===== src/rtl/uart_irq_pkg.sv =====
package uart_irq_pkg;
  localparam int unsigned DATA_W_DEF     = 8;
  localparam int unsigned DEPTH_DEF      = 16;
  localparam int unsigned IDLE_TICKS_DEF = 3;
  localparam int unsigned MODEM_LINES    = 2;
endpackage


===== src/rtl/uart_byte_fifo.sv =====
module uart_byte_fifo #(
  parameter  int unsigned DATA_W = 8,
  parameter  int unsigned DEPTH  = 16,
  localparam int unsigned AW     = $clog2(DEPTH),
  localparam int unsigned CW     = $clog2(DEPTH + 1)
) (
  input  logic              clk_i,
  input  logic              rst_ni,
  input  logic              flush_i,
  input  logic              single_i,
  input  logic              push_i,
  input  logic [DATA_W-1:0] din_i,
  input  logic              pop_i,
  output logic [DATA_W-1:0] dout_o,
  output logic [CW-1:0]     count_o
);
  logic [DATA_W-1:0] mem_q [DEPTH];
  logic [AW-1:0]     wp_q, rp_q;
  logic [CW-1:0]     cnt_q;
  logic              full, do_push, do_pop;

  // holding mode caps occupancy at one entry
  assign full    = single_i ? (cnt_q != '0) : (cnt_q == CW'(DEPTH));
  assign do_push = push_i & ~full;
  assign do_pop  = pop_i & (cnt_q != '0);

  function automatic logic [AW-1:0] nxt(input logic [AW-1:0] p);
    return (p == AW'(DEPTH - 1)) ? '0 : p + 1'b1;
  endfunction

  always_ff @(posedge clk_i or negedge rst_ni) begin
    if (!rst_ni) begin
      wp_q  <= '0;
      rp_q  <= '0;
      cnt_q <= '0;
    end else if (flush_i) begin
      wp_q  <= '0;
      rp_q  <= '0;
      cnt_q <= '0;
    end else begin
      if (do_push) wp_q <= nxt(wp_q);
      if (do_pop)  rp_q <= nxt(rp_q);
      case ({do_push, do_pop})
        2'b10:   cnt_q <= cnt_q + 1'b1;
        2'b01:   cnt_q <= cnt_q - 1'b1;
        default: cnt_q <= cnt_q;
      endcase
    end
  end

  always_ff @(posedge clk_i) begin
    if (do_push && !flush_i) mem_q[wp_q] <= din_i;
  end

  assign dout_o  = mem_q[rp_q];
  assign count_o = cnt_q;
endmodule


===== src/rtl/uart_rx_timeout.sv =====
module uart_rx_timeout #(
  parameter  int unsigned TICKS = 3,
  localparam int unsigned TW    = $clog2(TICKS + 1)
) (
  input  logic clk_i,
  input  logic rst_ni,
  input  logic clr_i,
  input  logic en_i,
  input  logic empty_i,
  input  logic reload_i,
  input  logic tick_i,
  output logic flag_o
);
  logic [TW-1:0] cnt_q;
  logic          flag_q;

  always_ff @(posedge clk_i or negedge rst_ni) begin
    if (!rst_ni) begin
      cnt_q  <= '0;
      flag_q <= 1'b0;
    end else if (clr_i || !en_i || empty_i) begin
      cnt_q  <= '0;
      flag_q <= 1'b0;
    end else if (reload_i) begin
      cnt_q  <= '0;
    end else if (tick_i && !flag_q) begin
      if (cnt_q == TW'(TICKS - 1)) begin
        cnt_q  <= '0;
        flag_q <= 1'b1;
      end else begin
        cnt_q <= cnt_q + 1'b1;
      end
    end
  end

  assign flag_o = flag_q;
endmodule


===== src/rtl/uart_modem_chg.sv =====
module uart_modem_chg #(
  parameter int unsigned N = 2
) (
  input  logic         clk_i,
  input  logic         rst_ni,
  input  logic [N-1:0] lines_i,
  input  logic         eoi_i,
  output logic [N-1:0] chg_o,
  output logic         irq_o
);
  logic irq_q;

  for (genvar g = 0; g < N; g++) begin : g_line
    logic s1_q, s2_q, prev_q;
    always_ff @(posedge clk_i or negedge rst_ni) begin
      if (!rst_ni) begin
        s1_q   <= 1'b0;
        s2_q   <= 1'b0;
        prev_q <= 1'b0;
      end else begin
        s1_q   <= lines_i[g];
        s2_q   <= s1_q;
        prev_q <= s2_q;
      end
    end
    assign chg_o[g] = s2_q ^ prev_q;
  end

  // set wins over end-of-interrupt
  always_ff @(posedge clk_i or negedge rst_ni) begin
    if (!rst_ni) irq_q <= 1'b0;
    else         irq_q <= (|chg_o) | (irq_q & ~eoi_i);
  end

  assign irq_o = irq_q;
endmodule


===== src/rtl/uart_fifo_irq.sv =====
module uart_fifo_irq
  import uart_irq_pkg::*;
#(
  parameter int unsigned DATA_W     = DATA_W_DEF,
  parameter int unsigned DEPTH      = DEPTH_DEF,
  parameter int unsigned IDLE_TICKS = IDLE_TICKS_DEF
) (
  input  logic              clk_i,
  input  logic              rst_ni,
  input  logic              fifo_en_i,
  input  logic              host_wr_i,
  input  logic [DATA_W-1:0] host_wdata_i,
  input  logic              host_rd_i,
  output logic [DATA_W-1:0] host_rdata_o,
  output logic              rx_avail_o,
  input  logic              tx_pop_i,
  output logic [DATA_W-1:0] tx_data_o,
  output logic              tx_avail_o,
  input  logic              rx_push_i,
  input  logic [DATA_W-1:0] rx_data_i,
  input  logic              char_tick_i,
  input  logic              cts_i,
  input  logic              dsr_i,
  input  logic              msi_eoi_i,
  output logic              tx_irq_o,
  output logic              rx_irq_o,
  output logic              ms_irq_o
);
  localparam int unsigned CW   = $clog2(DEPTH + 1);
  localparam int unsigned HALF = DEPTH / 2;

  logic                   en_q, mode_flip;
  logic [CW-1:0]          tx_cnt, rx_cnt;
  logic                   to_flag;
  logic [MODEM_LINES-1:0] ms_chg;

  always_ff @(posedge clk_i or negedge rst_ni) begin
    if (!rst_ni) en_q <= 1'b0;
    else         en_q <= fifo_en_i;
  end
  assign mode_flip = fifo_en_i ^ en_q;

  uart_byte_fifo #(.DATA_W(DATA_W), .DEPTH(DEPTH)) tx_fifo_i (
    .clk_i    (clk_i),
    .rst_ni   (rst_ni),
    .flush_i  (mode_flip),
    .single_i (~fifo_en_i),
    .push_i   (host_wr_i),
    .din_i    (host_wdata_i),
    .pop_i    (tx_pop_i),
    .dout_o   (tx_data_o),
    .count_o  (tx_cnt)
  );

  uart_byte_fifo #(.DATA_W(DATA_W), .DEPTH(DEPTH)) rx_fifo_i (
    .clk_i    (clk_i),
    .rst_ni   (rst_ni),
    .flush_i  (mode_flip),
    .single_i (~fifo_en_i),
    .push_i   (rx_push_i),
    .din_i    (rx_data_i),
    .pop_i    (host_rd_i),
    .dout_o   (host_rdata_o),
    .count_o  (rx_cnt)
  );

  uart_rx_timeout #(.TICKS(IDLE_TICKS)) rx_to_i (
    .clk_i    (clk_i),
    .rst_ni   (rst_ni),
    .clr_i    (mode_flip),
    .en_i     (fifo_en_i),
    .empty_i  (rx_cnt == '0),
    .reload_i (rx_push_i | host_rd_i),
    .tick_i   (char_tick_i),
    .flag_o   (to_flag)
  );

  uart_modem_chg #(.N(MODEM_LINES)) modem_i (
    .clk_i   (clk_i),
    .rst_ni  (rst_ni),
    .lines_i ({dsr_i, cts_i}),
    .eoi_i   (msi_eoi_i),
    .chg_o   (ms_chg),
    .irq_o   (ms_irq_o)
  );

  assign tx_avail_o = (tx_cnt != '0);
  assign rx_avail_o = (rx_cnt != '0);

  assign tx_irq_o = fifo_en_i ? (tx_cnt <= CW'(HALF)) : (tx_cnt == '0);
  assign rx_irq_o = fifo_en_i ? ((rx_cnt >= CW'(HALF)) || (to_flag && rx_cnt != '0))
                              : (rx_cnt != '0);
endmodule


===== config.mk =====
export PLATFORM = sky130hd
export DESIGN_NAME = uart_fifo_irq
export DESIGN_NICKNAME = d
export VERILOG_FILES = /design/src/rtl/uart_irq_pkg.sv /design/src/rtl/uart_byte_fifo.sv /design/src/rtl/uart_rx_timeout.sv /design/src/rtl/uart_modem_chg.sv /design/src/rtl/uart_fifo_irq.sv
export SDC_FILE = /design/constraint.sdc
export NUM_CORES = 1
export LEC_CHECK = 0
export CAP_MARGIN = 20
export CORE_AREA = 2 2 152 154
export CTS_CLUSTER_DIAMETER = 30
export DETAILED_ROUTE_END_ITERATION = 10
export DIE_AREA = 0 0 154 156
export DONT_BUFFER_PORTS = 1
export PLACE_DENSITY = 0.73
export SYNTH_ARGS = -nofsm -noshare
export SYNTH_HDL_FRONTEND = slang
export SYNTH_SLANG_ARGS = --single-unit

===== constraint.sdc =====
create_clock -name clk_i -period 3.8 [get_ports clk_i]
set_input_delay 1.14 -clock clk_i [delete_from_list [all_inputs] [get_ports clk_i]]
set_output_delay 1.14 -clock clk_i [all_outputs]
set_load 0.05 [all_outputs]

==> out/metrics.yaml, run 1 <==
status:
  status: "completed"
global_route:
  grt_use_met3_pct: 4.50
  grt_pass1_vias: 6698
  met2_usage_pct: 37.6
  antenna_found_initial: 0
  met1_usage_pct: 29.3
  grt_overflow: 0
  grt-busiest-layer: "met2"
  grt_pass1_wl_um: 39900
  gr-usage-all-layers_pct: 22.4
  grt_max_degree: 54
placement:
  hpwl_um: 15900
  buffer_ports.inserted: 0
  gp_congestion: 0.938
detailed_routing:
  drt_iter0_markers: 590
  drcViolationCount: 0
  ant_nets: 0
  wl_um: 26200
  drt-pass1-iter-count: 5
  wire_per_inst_um: 24.7
  vias: 6610
  via_per_inst: 6.23
logic_synthesis:
  yosys.cell_types.count: 52
  yosys-top-cells-area: "edfxtp_1, mux4_2, dfrtp_1"
  synthCells: 691
  synth_area_mm2: 0.0121
  yosysSeqAreaShare_pct: 71.2
  yosysWarnings: 0
  avgSynthCellArea_um2: 17.5
  synth_top_area_share_pct: 63.6
  synth-edff-count: 256
  synth-main-ff-cell: "edfxtp_1"
  synth_top_area_cell: "edfxtp_1"
  syn_nets: 733
  ys_async_sr_fraction_pct: 12.6
  ys_ff_latch: 293
setup_path:
  cp.required_ns: 2.66
  regToRegStartpoint: "rx_fifo_i.count_o[1]$_DFFE_PN0P_"
  path_max_fanout: 53
  critPathCaptureType: "primary output"
  r2r_end: "rx_fifo_i.count_o[4]$_DFFE_PN0P_"
  cp-start-kind: "flop"
  reg2regPathDepth: 9
  r2r_slack_ns: 0.45
  worst-endpoint-arrival_ns: 2.57
  crit_type: "reg2out"
power_and_ir_drop:
  power.density_mw_per_mm2: 747
  ir_drop_mv: 0.611
  p_leak_nw: 4.90
sta:
  fin_worst_skew_ns: 0.0259
  hold_violations: 0
  maxSlewViolCount: 0
  worst_pin_slew_ns: 0.805
  timing.final.crit_share_pct: 97.8
  fin_crit_ns: 3.71
  max_slew_margin_pct: 46.2
  tns_ns: 0
  timing.hold.ws_ns: 0.278
  rsz0062_at_grt: "false"
  timing.fmax_mhz: 269
  setup_viol: 0
job:
  maxCapViolations: 0
floorplan:
  die_h_um: 156
  dieArea_mm2: 0.0240
  io_pins: 48
  coreArea_mm2: 0.0224
  start_util_pct: 54.1
  rows: 55
  die_x_um: 154
clock_network:
  ctsHoldBuffers: 0
  clk-insertion-delay-late_ns: 0.55
  root_buffer: "clkbuf_16"
  numClockSinks: 293
  cts_buffer_depth: 3
  clkTransAtPathRegs_ns: 0.05
  cts_max_level: 2
  cts_buffers: 50
  cts_tree: "done"
final_layout:
  area_delta_synth_final_pct: 19.1
  diodes: 0
  fin_nets: 776
  drive_gt1_share_pct: 26.0
worst_hold_path:
  hold_path_class: "in2async"
final cells by class:
| cell class | count | area [µm²] |
|---|---|---|
| sequential | 293 | 8620 |
| fill | 1405 | 7970 |
| multi-input combinational | 358 | 3330 |
| clock buffer | 53 | 1280 |
| clock inverter | 41 | 566 |
| tap | 285 | 357 |
| timing repair buffer | 25 | 220 |
| inverter | 6 | 22.5 |
worst max-delay path, stage by stage, from the launching register on:
cell and delay [ns]:
dfrtp_2 0.37, buf_12 0.30, mux2i_1 0.20, a221oi_1 0.51, a22oi_1 0.19, nand2_1 0.40
placed cells by master (no fill, tap or decap), types with 11 or more instances in the layout:
cell type / n
buf_4: 23
mux2i_1: 30
mux2_2: 11
nor2_1: 40
mux4_2: 56
dfrtp_1: 35
ha_1: 15
clkbuf_16: 51
o21ai_0: 21
nand2_1: 31
a21oi_1: 27
edfxtp_1: 256
power by group:
| part | internal [mW] | total (mW) | switching [mW] |
|---|---|---|---|
| Combinational | 0.862 | 2.18 | 1.32 |
| Clock | 3.14 | 4.80 | 1.66 |
| Sequential | 3.64 | 3.78 | 0.140 |
| Total | 7.64 | 10.8 | 3.12 |
cells in the mapped netlist, types with 3 or more instances:
library cell / count
a21o_1: 3
or4_1: 5
nor2b_1: 8
a221oi_1: 8
a22oi_1: 9
mux2_2: 11
o21a_1: 4
nand2b_1: 5
buf_1: 8
inv_1: 6
and3_1: 6
buf_2: 6
and2_1: 10
mux2i_1: 30
o21ai_0: 21
dfrtp_1: 37
mux4_2: 56
or2_2: 3
a31oi_1: 5
ha_1: 15
nor2_1: 40
a21oi_1: 27
nand2_1: 34
edfxtp_1: 256
nor3_1: 9
nand3_1: 10
xnor2_1: 5
xor2_1: 7
clkbuf_1: 19
per-stage QoR:
stage / power, mW / instance area, µm² / worst slack (ns) / instances / utilization [%]
after floorplan: 5.57 / 12100 / 0.476 / 691 / -
after global placement: 5.92 / 12500 / 0.559 / 966 / 56.0
after detailed placement: 5.99 / 12500 / 0.480 / 966 / 56.0
after CTS: 10.8 / 14400 / 0.0611 / 1061 / 64.3
after global routing: 11.1 / 14400 / 0.00423 / 1061 / 64.4
final: 10.8 / 14400 / 0.0853 / 1061 / 64.4
layer usage:
| layer | routed length, µm | vias up |
|---|---|---|
| met1 | 10300 | 3374 |
| met2 | 13200 | 314 |
| li1 | - | 2854 |
| met4 | 901 | 0 |
| met3 | 1850 | 68 |
| met5 | 0 | - |
cells by family after synthesis:
| kind of cell | synth area share [%] |
|---|---|
| DFF | 71.2 |
| and+or+nand+nor | 5.77 |
| muxes | 14.2 |
| AOI/OAI and AO/OA | 4.99 |
| buffers and inverters | 1.37 |
| adders and majority gates | 1.55 |
| xor gates and xnor gates | 0.869 |
flip-flops by register name, summed over array words and instances (netlist names):
name                   cells
modem_i.g_line.prev_q      2
tx_fifo_i.mem_q          128
rx_to_i.flag_o             1
modem_i.g_line.s1_q        2
rx_to_i.cnt_q              2
rx_fifo_i.wp_q             4
rx_fifo_i.mem_q          128
tx_fifo_i.wp_q             4
tx_fifo_i.rp_q             4
modem_i.g_line.s2_q        2
en_q                       1
rx_fifo_i.rp_q             4
modem_i.irq_o              1
rx_fifo_i.count_o          5
tx_fifo_i.count_o          5
repair_timing:
item | 4_1_cts | 5_1_grt
setup endpoints to repair | 6 | 8
buffers inserted | 1 | 0
resized for setup | 2 | 4
worst max-delay path by stage:
stage                                          start                                to  slack (ns)  cells after the start
floorplan              rx_fifo_i.rp_q[0]$_DFFE_PN0P_                   host_rdata_o[0]        0.48                      4
global placement       rx_fifo_i.rp_q[0]$_DFFE_PN0P_                   host_rdata_o[5]        0.56                      3
detailed placement  rx_fifo_i.count_o[1]$_DFFE_PN0P_  rx_fifo_i.count_o[4]$_DFFE_PN0P_        0.48                      9
CTS                    tx_fifo_i.rp_q[1]$_DFFE_PN0P_                      tx_data_o[6]        0.06                      4
global route           tx_fifo_i.rp_q[0]$_DFFE_PN0P_                      tx_data_o[4]       0.004                      6
finish                 tx_fifo_i.rp_q[0]$_DFFE_PN0P_                      tx_data_o[6]        0.09                      5
Power figures use the tool's default switching activity.
==> run 2, diff against run 1 <==
Settings changed: GPL_TIMING_DRIVEN set to 0, TNS_END_PERCENT set to 50.
==> run 2 against run 1 <==
  * Global-route usage increased by 0.14 points
  * Sequential power hardly changed
  * Combinational power is 3% higher
  * First-iteration DRC count rose by 20%
  * Cell count rose by 1.9%
  * Register-to-register slack better by 0.03 ns
  * Sequential share of layout area hardly changed
  * Via count is 1.2% higher
  * Clock-buffer cell count up 2
  * Core utilization barely moved
==> out/metrics.yaml, run 2 (synthesized netlist as in run 1, its figures left out) <==
floorplan:
  coreArea_mm2: 0.0224  # unchanged
  start_util_pct: 54.1  # unchanged
  io_pins: 48  # unchanged
  rows: 55  # unchanged
  die_x_um: 154  # unchanged
  dieArea_mm2: 0.0240  # unchanged
  die_h_um: 156  # unchanged
setup_path:
  cp.required_ns: 2.66  # about the same
  reg2regPathDepth: 10  # +1
  cp-start-kind: "flop"
  path_max_fanout: 10  # -81%
  r2r_slack_ns: 0.48  # +0.03 ns
  worst-endpoint-arrival_ns: 2.58  # about the same
  cp-endpoint: "tx_data_o[0]"
  regToRegStartpoint: "rx_fifo_i.count_o[1]$_DFFE_PN0P_"
  r2r_end: "rx_fifo_i.count_o[4]$_DFFE_PN0P_"
  crit_start: "tx_fifo_i.rp_q[0]$_DFFE_PN0P_"
  crit_type: "reg2out"
  critPathCaptureType: "primary output"
final_layout:
  utilization_pct: 64.4  # about the same
  final_area_mm2: 0.0144  # about the same
  fin_nets: 793  # +2.2%
  num-fill-cells: 1452  # +3.3%
  drive_gt1_share_pct: 26.5  # +0.48 points
  fin_cells: 1081  # +1.9%
  final_common_cell: "edfxtp_1"
  top_regs: "rx_fifo_i.mem_q x128, tx_fifo_i.mem_q x128"
  diodes: 0  # unchanged
  layout_common_cells: "edfxtp_1, mux4_2, clkbuf_16"
  area_delta_synth_final_pct: 19.0  # about the same
sta:
  setup_viol: 0  # unchanged
  maxSlewViolCount: 0  # unchanged
  fin_worst_skew_ns: 0.0274  # +0.00156 ns
  hold_violations: 0  # unchanged
  tns_ns: 0  # unchanged
  rsz0062_at_grt: "true"
  timing.fmax_mhz: 269  # -0.21%
  max_slew_margin_pct: 40.0  # -6.1 points
  fin_crit_ns: 3.72  # +0.00782 ns
  timing.final.crit_share_pct: 98.0  # +0.21 points
  setup_ws_ns: 0.0774  # -0.00782 ns
  timing.hold.ws_ns: 0.270  # -0.00806 ns
  worst_pin_slew_ns: 0.900  # +0.0950 ns
power_and_ir_drop:
  switching_share_pct: 30.0  # +1.0 points
  power_switching_mw: 3.21  # +2.9%
  p_leak_nw: 4.88  # -0.41%
  finalPower_mw: 10.7  # -0.70%
  p_int_mw: 7.48  # -2.2%
  p_comb_share_pct: 20.9  # +0.6 points
  ir_drop_mv: 0.574  # -6.0%
  power.density_mw_per_mm2: 743  # -0.65%
  pwr-share-seq_pct: 35.4  # +0.3 points
  p_clk_share_pct: 43.7  # -0.9 points
placement:
  dpl_cell_area_mm2: 0.0125  # -0.31%
  post-place-ws_ns: -0.0477  # -0.528 ns
  buffer_ports.inserted: 0  # unchanged
  gp_congestion: 0.860  # -8.2%
  hpwl_um: 16600  # +4.4%
  post-place-cells: 979  # +1.3%
worst_hold_path:
  hold_path_class: "in2async"
clock_network:
  numClockSinks: 293  # unchanged
  postCtsSetupBuffers: 0  # -1
  cts_tree: "done"
  root_buffer: "clkbuf_16"
  clkTransAtPathRegs_ns: 0.05  # about the same
  cts_buffers: 53  # +6.0%
  cts_buffer_depth: 3  # unchanged
  clk-insertion-delay-late_ns: 0.56  # about the same
  ctsHoldBuffers: 0  # unchanged
  cts_max_level: 2  # unchanged
detailed_routing:
  drt-pass1-iter-count: 5  # unchanged
  drcViolationCount: 0  # unchanged
  vias: 6692  # +1.2%
  drt_iter0_markers: 708  # +20%
  ant_nets: 0  # unchanged
  via_per_inst: 6.19  # -0.63%
  wire_per_inst_um: 24.3  # -1.5%
  wl_um: 26300  # +0.31%
global_route:
  grt_pass1_wl_um: 40700  # +2.1%
  grt_max_degree: 38  # -30%
  antenna_found_initial: 0  # unchanged
  grt_overflow: 0  # unchanged
  grt_pass1_vias: 7085  # +5.8%
  gr-usage-all-layers_pct: 22.6  # +0.14 points
job:
  maxCapViolations: 0  # unchanged
status:
  status: "completed"
==> run 2: critical path: stages (launching register included) <==
cell and delay [ns]:
dfrtp_2 0.50, buf_2 0.36, mux2i_1 0.12, a221oi_1 0.49, o21ai_0 0.24, nand2_2 0.30
==> run 2: worst min path at each step <==
stage | start | end | slack [ns] | depth (start not counted)
after floorplan | modem_i.g_line[0].s1_q$_DFF_PN0_ | modem_i.g_line[0].s2_q$_DFF_PN0_ | 0.33 | 0
after global placement | modem_i.g_line[0].s1_q$_DFF_PN0_ | modem_i.g_line[0].s2_q$_DFF_PN0_ | 0.33 | 0
after detailed placement | modem_i.g_line[1].s1_q$_DFF_PN0_ | modem_i.g_line[1].s2_q$_DFF_PN0_ | 0.34 | 0
after CTS | rst_ni | tx_fifo_i.count_o[1]$_DFFE_PN0P_ | 0.25 | 0
after global routing | rst_ni | tx_fifo_i.count_o[4]$_DFFE_PN0P_ | 0.24 | 0
final | rst_ni | tx_fifo_i.count_o[1]$_DFFE_PN0P_ | 0.27 | 0
==> run 2: cell type report <==
class | instances | area (µm²) | area share [%]
Inverter | 6 | 22.5 | 0.156
Timing Repair Buffer | 7 | 42.5 | 0.296
Multi-Input combinational cell | 358 | 3360 | 23.4
Buffer | 32 | 183 | 1.27
Clock buffer | 55 | 1330 | 9.27
Tap cell | 285 | 357 | 2.48
Sequential cell | 293 | 8610 | 59.9
Clock inverter | 45 | 478 | 3.32
==> run 2: metal layers <==
| metal | vias to the layer above | GRT usage (%) | part of all wire [%] |
|---|---|---|---|
| li1 | 2897 | - | - |
| met1 | 3420 | 29.5 | 40 |
| met2 | 312 | 37.4 | 50 |
| met3 | 63 | 4.69 | 6.8 |
| met4 | 0 | 9.30 | 3.1 |
| met5 | - | 0 | 0 |
==> run 2: power by group through the flow <==
| stage | clock network [mW] | logic, mW | registers (mW) |
|---|---|---|---|
| 4_1_cts | 4.71 | 2.23 | 3.78 |
| 3_3_place_gp | 0 | 2.10 | 3.80 |
| 2_1_floorplan | 0 | 1.79 | 3.78 |
| 6_report | 4.67 | 2.24 | 3.78 |
| 5_1_grt | 4.88 | 2.38 | 3.79 |
| 3_5_place_dp | 0 | 2.18 | 3.81 |
==> run 2: timing repair <==
item                                   CTS  global route
setup endpoints to repair               16            10
gates resized for setup                 34             7
endpoints found under the hold margin    0             0
==> run 3, diff against run 2 <==
Clock period 3.8 ns to 3.66 ns, I/O delays scaled along.
==> run 3 against run 2 <==
  * Clock-buffer cell count unchanged
  * Clock power rose by 4%
  * Die area is the same
  * Via count is essentially flat
  * Sequential share of layout area fell by 0.27 points
  * Setup slack worse by 0.032 ns
  * First-iteration DRC count down 3.1%
  * Clock skew grew 0.0020 ns
  * Non-clock buffer count grew 1
  * Cell area up 0.46%
  * Critical path type unchanged
  * Largest cell class unchanged
  * Highest routed layer unchanged
==> out/metrics.yaml, run 3 (synthesized netlist as in run 1, its figures left out) <==
sta:
  setup_ws_ns: 0.0452  # -0.0322 ns
  maxSlewViolCount: 0  # unchanged
  fin_crit_ns: 3.61
  fin_worst_skew_ns: 0.0295  # +0.00203 ns
  worst_pin_slew_ns: 0.887  # -0.0126 ns
  timing.fmax_mhz: 277
  setup_viol: 0  # unchanged
  timing.hold.ws_ns: 0.228  # -0.0416 ns
  rsz0062_at_grt: "true"
  timing.final.crit_share_pct: 98.8
  tns_ns: 0  # unchanged
  hold_violations: 0  # unchanged
  max_slew_margin_pct: 40.9  # +0.84 points
setup_path:
  worst-endpoint-arrival_ns: 2.52  # -0.06 ns
  cp.required_ns: 2.56  # -0.10 ns
  path_max_fanout: 10  # unchanged
  critPathCaptureType: "primary output"
  slowest_stage: "mux4_2"
  r2r_slack_ns: 0.34  # -0.14 ns
  crit_type: "reg2out"
  cp-start-kind: "flop"
  crit_path_cell_trace: "buf_8 -> buf_8 -> mux4_2 -> mux4_2"
  critPathMaxStageDelay_ns: 0.66  # +0.16 ns
detailed_routing:
  drt-pass1-iter-count: 5  # unchanged
  vias: 6689  # -0.045%
  wl_um: 26400  # +0.23%
  ant_nets: 0  # unchanged
  via_per_inst: 6.18  # -0.14%
  wire_per_inst_um: 24.4  # +0.14%
  drt_iter0_markers: 686  # -3.1%
  drcViolationCount: 0  # unchanged
final_layout:
  top_regs: "rx_fifo_i.mem_q x128, tx_fifo_i.mem_q x128"
  multi_input_area_mm2: 0.00338  # +0.60%
  fin_cells: 1082  # +0.093%
  diodes: 0  # unchanged
  area_delta_synth_final_pct: 19.5
  final_area_mm2: 0.0145  # +0.46%
  utilization_pct: 64.6  # +0.30 points
  fin_nets: 794  # +0.13%
  regArea_mm2: 0.00861  # unchanged
  final_common_cell: "edfxtp_1"
  drive_gt1_share_pct: 27.4  # +0.85 points
  layout_common_cells: "edfxtp_1, mux4_2, clkbuf_16"
  num-fill-cells: 1442  # -0.69%
status:
  status: "completed"
floorplan:
  start_util_pct: 54.1  # unchanged
  dieArea_mm2: 0.0240  # unchanged
  coreArea_mm2: 0.0224  # unchanged
  die_h_um: 156  # unchanged
  die_x_um: 154  # unchanged
  io_pins: 48  # unchanged
  rows: 55  # unchanged
power_and_ir_drop:
  finalPower_mw: 11.1  # +4.3%
  power.density_mw_per_mm2: 771  # +3.8%
  p_leak_nw: 4.91  # +0.51%
  ir_drop_mv: 0.596  # +3.7%
placement:
  post-place-ws_ns: -0.146  # -0.0980 ns
  gp_congestion: 0.860  # unchanged
  buffer_ports.inserted: 0  # unchanged
  hpwl_um: 16600  # unchanged
  post-place-cells: 979  # unchanged
  dpl_cell_area_mm2: 0.0125  # unchanged
global_route:
  grt_pass1_vias: 7063  # -0.31%
  antenna_found_initial: 0  # unchanged
  grt_pass1_wl_um: 40700  # about the same
  gr-usage-all-layers_pct: 22.5  # about the same
  grt_max_degree: 38  # unchanged
  grt_overflow: 0  # unchanged
clock_network:
  numClockSinks: 293  # unchanged
  clk-insertion-delay-late_ns: 0.56  # about the same
  root_buffer: "clkbuf_16"
  clkTransAtPathRegs_ns: 0.05  # about the same
  cts_buffer_depth: 3  # unchanged
  cts_max_level: 2  # unchanged
  cts_buffers: 53  # unchanged
  cts_tree: "done"
worst_hold_path:
  hold_path_class: "in2async"
job:
  maxCapViolations: 0  # unchanged
==> run 3: changes by cell type in the layout (fill, tap and decap cells not counted), moves of 2 or more <==
cell      change
clkbuf_1      -2
a221oi_1      -2
buf_2         -2
clkbuf_4      +3
buf_8         +4
a221oi_2      +2
==> run 3: worst max-delay path: cells and delay by family (launching register included) <==
family | cells | cell delay, ns
muxes | 2 | 1.21
DFF | 1 | 0.39
buffers and inverters | 2 | 0.36
==> run 3: layout make-up <==
class                           count  area share, %
Clock buffer                       55           9.22
Multi-Input combinational cell    358           23.4
Inverter                            6          0.156
Sequential cell                   293           59.6
Buffer                             32           1.53
Timing Repair Buffer                8          0.346
Clock inverter                     45           3.31
Tap cell                          285           2.47
==> run 3: timing repair <==
item                                    CTS  global route
pin swaps                                 0             1
hold buffers                              0             0
gates resized for setup                  40            19
buffers inserted                          0             1
endpoints found under the setup margin   16            15
==> run 3: metal layers <==
layer	share of wire [%]	global-route usage, %	up-vias
li1	-	-	2894
met1	40	29.5	3439
met2	50	37.6	293
met3	7.4	4.69	63
met4	2.7	8.68	0
met5	0	0	-
==> run 3: final timing paths <==
check | endpoint | cells after the start | from
worst min-delay path | tx_fifo_i.count_o[1]$_DFFE_PN0P_ | 0 | rst_ni
worst max register to register | rx_fifo_i.count_o[4]$_DFFE_PN0P_ | 10 | rx_fifo_i.count_o[1]$_DFFE_PN0P_
max in group asynchronous | tx_fifo_i.rp_q[0]$_DFFE_PN0P_ | 0 | rst_ni
min in group clk_i | modem_i.g_line[0].s2_q$_DFF_PN0_ | 0 | modem_i.g_line[0].s1_q$_DFF_PN0_
worst max-delay path | host_rdata_o[2] | 4 | rx_fifo_i.rp_q[0]$_DFFE_PN0P_
worst min register to register | modem_i.g_line[0].s2_q$_DFF_PN0_ | 0 | modem_i.g_line[0].s1_q$_DFF_PN0_
==> run 3: report_power, final <==
group	switching, mW	internal [mW]	leakage (nW)
Combinational	1.41	0.952	1.26
Sequential	0.152	3.78	2.79
Clock	1.78	3.07	0.861
Total	3.34	7.80	4.91
